**src/rtl/ctl_pkg.sv**
```systemverilog
package ctl_pkg;

  localparam int OP_W  = 6;
  localparam int FN_W  = 6;
  localparam int AOP_W = 3;
  localparam int CTL_W = 3;

  localparam logic [OP_W-1:0] OPC_RTYPE = 6'b000000;
  localparam logic [OP_W-1:0] OPC_ORI   = 6'b001101;
  localparam logic [OP_W-1:0] OPC_LOAD  = 6'b100011;
  localparam logic [OP_W-1:0] OPC_STORE = 6'b101011;
  localparam logic [OP_W-1:0] OPC_BEQ   = 6'b000100;
  localparam logic [OP_W-1:0] OPC_JUMP  = 6'b000010;

  localparam logic [AOP_W-1:0] AOP_ADD   = 3'b000;
  localparam logic [AOP_W-1:0] AOP_SUB   = 3'b001;
  localparam logic [AOP_W-1:0] AOP_OR    = 3'b010;
  localparam logic [AOP_W-1:0] AOP_RTYPE = 3'b100;

  localparam logic [CTL_W-1:0] CTL_ADD = 3'b000;
  localparam logic [CTL_W-1:0] CTL_SUB = 3'b001;
  localparam logic [CTL_W-1:0] CTL_AND = 3'b010;
  localparam logic [CTL_W-1:0] CTL_OR  = 3'b110;
  localparam logic [CTL_W-1:0] CTL_SLT = 3'b111;

  typedef struct packed {
    logic             reg_dst;
    logic             alu_src;
    logic             mem_to_reg;
    logic             reg_write;
    logic             mem_write;
    logic             branch;
    logic             jump;
    logic             ext_op;
    logic [AOP_W-1:0] alu_op;
  } main_ctl_t;

endpackage

```
**src/rtl/ctl_main_dec.sv**
```systemverilog
module ctl_main_dec
  import ctl_pkg::*;
(
  input  logic [OP_W-1:0] opcode,
  output main_ctl_t       ctl,
  output logic            op_bad
);

  always_comb begin
    ctl    = '0;
    op_bad = 1'b0;
    unique case (opcode)
      OPC_RTYPE: begin
        ctl.reg_dst   = 1'b1;
        ctl.reg_write = 1'b1;
        ctl.alu_op    = AOP_RTYPE;
      end
      OPC_ORI: begin
        ctl.alu_src   = 1'b1;
        ctl.reg_write = 1'b1;
        ctl.alu_op    = AOP_OR;
      end
      OPC_LOAD: begin
        ctl.alu_src    = 1'b1;
        ctl.mem_to_reg = 1'b1;
        ctl.reg_write  = 1'b1;
        ctl.ext_op     = 1'b1;
        ctl.alu_op     = AOP_ADD;
      end
      OPC_STORE: begin
        ctl.alu_src   = 1'b1;
        ctl.mem_write = 1'b1;
        ctl.ext_op    = 1'b1;
        ctl.alu_op    = AOP_ADD;
      end
      OPC_BEQ: begin
        ctl.branch = 1'b1;
        ctl.alu_op = AOP_SUB;
      end
      OPC_JUMP: begin
        ctl.jump = 1'b1;
      end
      default: begin
        op_bad = 1'b1;
      end
    endcase
  end

endmodule

```
**src/rtl/ctl_alu_dec.sv**
```systemverilog
module ctl_alu_dec
  import ctl_pkg::*;
(
  input  logic [AOP_W-1:0] alu_op,
  input  logic [FN_W-1:0]  funct,
  output logic [CTL_W-1:0] alu_ctl,
  output logic             fn_bad
);

  logic [CTL_W-1:0] fn_ctl;
  logic             fn_miss;
  logic [CTL_W-1:0] op_ctl;

  // function-field path; the two upper bits are wildcards
  always_comb begin
    fn_ctl  = CTL_ADD;
    fn_miss = 1'b0;
    casez (funct)
      6'b??0000: fn_ctl = CTL_ADD;
      6'b??0010: fn_ctl = CTL_SUB;
      6'b??0100: fn_ctl = CTL_AND;
      6'b??0101: fn_ctl = CTL_OR;
      6'b??1010: fn_ctl = CTL_SLT;
      default:   fn_miss = 1'b1;
    endcase
  end

  // direct path for codes that name the operation themselves
  always_comb begin
    case (alu_op[1:0])
      2'b01:   op_ctl = CTL_SUB;
      2'b10:   op_ctl = CTL_OR;
      default: op_ctl = CTL_ADD;
    endcase
  end

  assign fn_bad  = alu_op[AOP_W-1] & fn_miss;
  assign alu_ctl = alu_op[AOP_W-1] ? fn_ctl : op_ctl;

endmodule

```
**src/rtl/insn_ctl_dec.sv**
```systemverilog
module insn_ctl_dec
  import ctl_pkg::*;
(
  input  logic [OP_W-1:0]  opcode,
  input  logic [FN_W-1:0]  funct,
  output logic             reg_dst,
  output logic             alu_src,
  output logic             mem_to_reg,
  output logic             reg_write,
  output logic             mem_write,
  output logic             branch,
  output logic             jump,
  output logic             ext_op,
  output logic [AOP_W-1:0] alu_op,
  output logic [CTL_W-1:0] alu_ctl,
  output logic             illegal
);

  main_ctl_t        mctl;
  logic             op_bad;
  logic             fn_bad;
  logic [CTL_W-1:0] raw_ctl;

  ctl_main_dec i_main (
    .opcode (opcode),
    .ctl    (mctl),
    .op_bad (op_bad)
  );

  ctl_alu_dec i_alu (
    .alu_op  (mctl.alu_op),
    .funct   (funct),
    .alu_ctl (raw_ctl),
    .fn_bad  (fn_bad)
  );

  // guard: an unknown function code silences the write and the ALU choice
  assign illegal    = op_bad | fn_bad;
  assign reg_dst    = mctl.reg_dst;
  assign alu_src    = mctl.alu_src;
  assign mem_to_reg = mctl.mem_to_reg;
  assign reg_write  = mctl.reg_write & ~fn_bad;
  assign mem_write  = mctl.mem_write;
  assign branch     = mctl.branch;
  assign jump       = mctl.jump;
  assign ext_op     = mctl.ext_op;
  assign alu_op     = mctl.alu_op;
  assign alu_ctl    = fn_bad ? CTL_ADD : raw_ctl;

endmodule

```
**config.mk**
```make
export PLATFORM = sky130hd
export DESIGN_NAME = insn_ctl_dec
export DESIGN_NICKNAME = d
export VERILOG_FILES = /design/src/rtl/ctl_pkg.sv /design/src/rtl/ctl_main_dec.sv /design/src/rtl/ctl_alu_dec.sv /design/src/rtl/insn_ctl_dec.sv
export SDC_FILE = /design/constraint.sdc
export NUM_CORES = 1
export LEC_CHECK = 0
export ABC_AREA = 1
export BUFFER_PORTS_ARGS = -buffer_cell sky130_fd_sc_hd__buf_2
export CAP_MARGIN = 20
export CORE_AREA = 2 2 39 41
export DETAILED_ROUTE_END_ITERATION = 8
export DIE_AREA = 0 0 41 43
export PLACE_DENSITY = 0.6
export SLEW_MARGIN = 20
export SYNTH_ARGS = -nofsm -noshare
export SYNTH_HDL_FRONTEND = slang
export SYNTH_HIERARCHICAL = 1
export SYNTH_SLANG_ARGS = --single-unit
```
**constraint.sdc**
```tcl
create_clock -name vclk -period 1.9
set_clock_uncertainty 0.1 [all_clocks]
set_input_delay 0.285 -clock vclk [all_inputs]
set_output_delay 0.285 -clock vclk [all_outputs]
set_load 0.01 [all_outputs]
```
==> results of run 1 <==
-- metrics by stage --
step,setup slack (ps),instance area [um^2],util,hold WS [ps]
6_report,134.0,494.2,0.3571,856.7
5_1_grt,1.804,494.2,0.3571,890.1
4_1_cts,64.24,484.2,0.3499,858.6
3_5_place_dp,-16.94,481.7,0.3481,856.4
3_3_place_gp,-10.68,481.7,0.3481,856.7
2_1_floorplan,290.2,336.6,-,626.4
-- per-layer routing --
metal,part of all wire,vias to the layer above,routed length [um],track usage
li1,-,257,-,-
met1,0.45,201,383,0.1392
met2,0.46,22,393,0.1688
met3,0.097,0,83,0.005236
met4,0,0,0,0
met5,0,-,0,0
-- worst paths after layout --
path       from    endpoint  slack [ps]  depth (start not counted)
min   opcode[4]   mem_write         860                          5
max   opcode[5]  alu_ctl[1]         130                         10
-- final cells by class --
class	instances	area share
tap	16	0.04051
timing repair buffer	26	0.2684
multi-input combinational	46	0.5089
inverter	24	0.1823
-- power breakdown --
part	switching (uW)	internal (uW)
logic	35.6	23.5
registers	0	0
clock network	0	0
-- logic make-up after synthesis --
family	share of synthesized area
AO/OA/AOI/OAI	0.01486
buffers and inverters	0.2900
AND/OR/NAND/NOR	0.6952
-- cells in the final DEF (no fill, tap or decap) --
| cell type | instances |
|---|---|
| buf_2 | 25 |
| buf_4 | 1 |
| inv_1 | 22 |
| inv_2 | 2 |
| nand2_1 | 9 |
| nand2_2 | 4 |
| nand3_1 | 6 |
| nand3_2 | 6 |
| nand4_1 | 1 |
| nor2_1 | 13 |
| nor2_2 | 5 |
| nor2_4 | 1 |
| o21ai_1 | 1 |
==> impl_metrics.json, run 1 <==
{
  "wl_per_cell_um": 7.679,
  "syn-num-nets": 83,
  "hp-class": "in -> out",
  "diodes": 0,
  "finalPower_uw": 59.07,
  "setup_viol": 0,
  "first_pass_iters": 4,
  "antenna_left": 0,
  "rsz0062_at_grt": "false",
  "critical-path-top-delay-family": "simple AND/OR/NAND/NOR gates",
  "drv_slew": 0,
  "final_layout_size_suffix_gt1_frac": 0.4583,
  "ys_types": 11,
  "crit_chain": "buf_2 -> nor2_2 -> nand3_2 -> inv_2 -> inv_1 -> nand2_1 -> nand3_2 -> inv_1 -> nor2_1 -> buf_2",
  "endpoint_kind": "output port",
  "min_period_over_period": 0.9295,
  "cp-start-kind": "input port",
  "fp.dieW_um": 41,
  "multiInputGateArea_um2": 251.5,
  "fin_nets": 110,
  "wl_um": 860,
  "fmax_mhz": 566.2,
  "chipHeight_um": 43,
  "grt_use_total": 0.09890,
  "crit_buf_inv": 5,
  "core-area_um2": 1384,
  "yosysMostFrequentCell": "inv_1",
  "seq_cells": 0,
  "finalHoldViolations": 0,
  "slew_headroom": 0.8542,
  "seqCellArea_um2": 0,
  "syn_inst": 71,
  "hpwlAfterDp_um": 742.7,
  "crit_arrival_ps": 1380,
  "max_stage_delay_ps": 210,
  "grt_pass1_wl_um": 1297,
  "finalNonFillerCells": 112,
  "leakage_uw": 0.0003949,
  "tns_ps": 0,
  "drc": 0,
  "vias_per_cell": 4.286,
  "worst_slew_pin_slew_ps": 218.4,
  "postCtsSetupBuffers": 0,
  "synth_common_cells": "inv_1, nor2_1, nand2_1, nand3_1",
  "yosys_warnings": 6,
  "ios": 27,
  "path_class": "in -> out",
  "syn_area_per_cell_um2": 4.740,
  "nFillCells": 161,
  "syn_to_final_growth_pct": 46.84,
  "synth_area_leaders": "inv_1, nor2_1, nand3_2, nand3_1, nand2_1",
  "grt_remaining_overflow": 0,
  "synth_top_area_frac": 0.2565,
  "numPortBuffers": 25,
  "grt_pass1_vias": 345,
  "placed_cells": 112,
  "ir_drop_v": 0.00004848,
  "antenna_found_initial": 0,
  "postCtsHoldBufs": 0,
  "vias": 480,
  "cp_slowest_cell": "nor2_2",
  "status": "complete, no violations",
  "cp_max_fo": 5,
  "cp.required_ps": 1510,
  "postCtsResizedCells": 1,
  "synth_area_um2": 336.6,
  "place.gp.congestion": 0.7177,
  "max-cap-violations": 0,
  "yosysTopAreaCell": "inv_1",
  "min_period_ps": 1766,
  "die-area_um2": 1763,
  "drt_iter0_drc": 16,
  "rows": 14,
  "p_per_area_nw_per_um2": 119.5,
  "nClkBuffers": 0,
  "seq_area_frac_synth": 0,
  "initial_core_util": 0.2432,
  "grt_max_degree": 6
}
(Power assumes the default switching activity.)
==> inputs of run 2 (changes only) <==
==> constraint.sdc (replaced) <==
create_clock -name vclk -period 2
set_clock_uncertainty 0.1 [all_clocks]
set_input_delay 0.3 -clock vclk [all_inputs]
set_output_delay 0.3 -clock vclk [all_outputs]
set_load 0.01 [all_outputs]
==> impl_metrics.json, run 2 (same netlist as run 1, synthesis figures left out) <==
{
  "status": "complete, no violations",
  "drv_slew": 0,
  "grt_remaining_overflow": 0,
  "placed_cells": 112,
  "finalNonFillerCells": 112,
  "hpwlAfterDp_um": 742.6,
  "setup_viol": 0,
  "fp.dieW_um": 41,
  "min_period_over_period": 0.8929,
  "slew_headroom": 0.8640,
  "top_layer_used": "met3",
  "vias": 462,
  "p_per_area_nw_per_um2": 110.5,
  "cp-start-kind": "input port",
  "initial_core_util": 0.2432,
  "tns_ps": 0,
  "worst_slew_pin_slew_ps": 203.8,
  "placed_area_um2": 481.7,
  "wl_per_cell_um": 7.366,
  "ir_drop_v": 0.00005245,
  "wl_met2_um": 396,
  "cp_slowest_cell": "nor2_2",
  "drt_iter0_drc": 4,
  "vias_per_cell": 4.125,
  "crit_arrival_ps": 1390,
  "p_sw_uw": 32.55,
  "seq_cells": 0,
  "ios": 27,
  "rows": 14,
  "leakage_uw": 0.0003979,
  "m1WireLength_um": 353,
  "hp-class": "in -> out",
  "path_class": "in -> out",
  "antenna_found_initial": 0,
  "critical-path-top-delay-family": "simple AND/OR/NAND/NOR gates",
  "seqPwrFrac": 0,
  "cp.required_ps": 1600,
  "fin_nets": 110,
  "numPortBuffers": 25,
  "pwr-share-comb": 1.000,
  "nFillCells": 164,
  "grt_pass1_wl_um": 1352,
  "met3WireLength_um": 74,
  "max-cap-violations": 0,
  "first_pass_iters": 2,
  "drc": 0,
  "finish.utilization": 0.3535,
  "min_period_ps": 1786,
  "endpoint_kind": "output port",
  "fmax_mhz": 560.0,
  "die-area_um2": 1763,
  "grt_pass1_vias": 385,
  "wl_um": 825,
  "nClkBuffers": 0,
  "postCtsSetupBuffers": 0,
  "syn_to_final_growth_pct": 45.35,
  "crit_buf_inv": 5,
  "p_sw_frac": 0.6019,
  "layout_commonest_cell": "buf_2",
  "rsz0062_at_grt": "false",
  "diodes": 0,
  "postCtsHoldBufs": 0,
  "seqCellArea_um2": 0,
  "place.gp.congestion": 0.7035,
  "max_stage_delay_ps": 160,
  "grt_max_degree": 6,
  "grt_use_total": 0.1009,
  "antenna_left": 0,
  "finalHoldViolations": 0,
  "cp_max_fo": 3,
  "final_area_um2": 489.2,
  "chipHeight_um": 43,
  "final_layout_size_suffix_gt1_frac": 0.4375,
  "crit_chain": "buf_2 -> nor2_2 -> nand3_1 -> inv_1 -> buf_4 -> nand4_1 -> nand3_2 -> inv_1 -> nor2_1 -> buf_2",
  "multiInputGateArea_um2": 246.5,
  "core-area_um2": 1384,
  "postCtsResizedCells": 0,
  "p_int_uw": 21.53,
  "most-common-layout-cells": "buf_2, inv_1, nor2_1",
  "pwr-share-clk": 0
}
[run 2: power groups by stage]
stage               registers [uW]  logic, uW  clock network, uW
global placement                 0       51.9                  0
global route                     0       61.8                  0
finish                           0       54.1                  0
CTS                              0       52.9                  0
detailed placement               0       52.7                  0
floorplan                        0       29.6                  0
[run 2: path summary, 6_finish.rpt]
kind                  depth (start not counted)          to      start
worst max-delay path                         10  alu_ctl[1]  opcode[2]
worst min-delay path                          5        jump  opcode[0]
[run 2: cell type report]
class                           instances  area share
Tap cell                               16     0.04092
Multi-Input combinational cell         46      0.5038
Inverter                               24      0.1841
Timing Repair Buffer                   26      0.2711
[run 2: worst min-delay path, delay by kind of cell]
family / cells / cell delay (ps)
buf+inv: 3 / 280
simple gates: 2 / 130
[run 2: per-layer routing]
| metal | track usage | vias to the layer above |
|---|---|---|
| li1 | - | 256 |
| met1 | 0.1329 | 187 |
| met2 | 0.1844 | 19 |
| met3 | 0 | 0 |
| met4 | 0 | 0 |
| met5 | 0 | - |
[run 2: metrics by stage]
stage | power, uW | hold WS, ps | setup WS [ps]
after floorplan | 29.56 | 656.4 | 360.2
after global placement | 51.90 | 887.0 | 155.9
after detailed placement | 52.73 | 894.1 | 122.0
after CTS | 52.94 | 896.7 | 112.2
after global routing | 61.78 | 936.5 | 38.32
final | 54.08 | 909.3 | 214.2
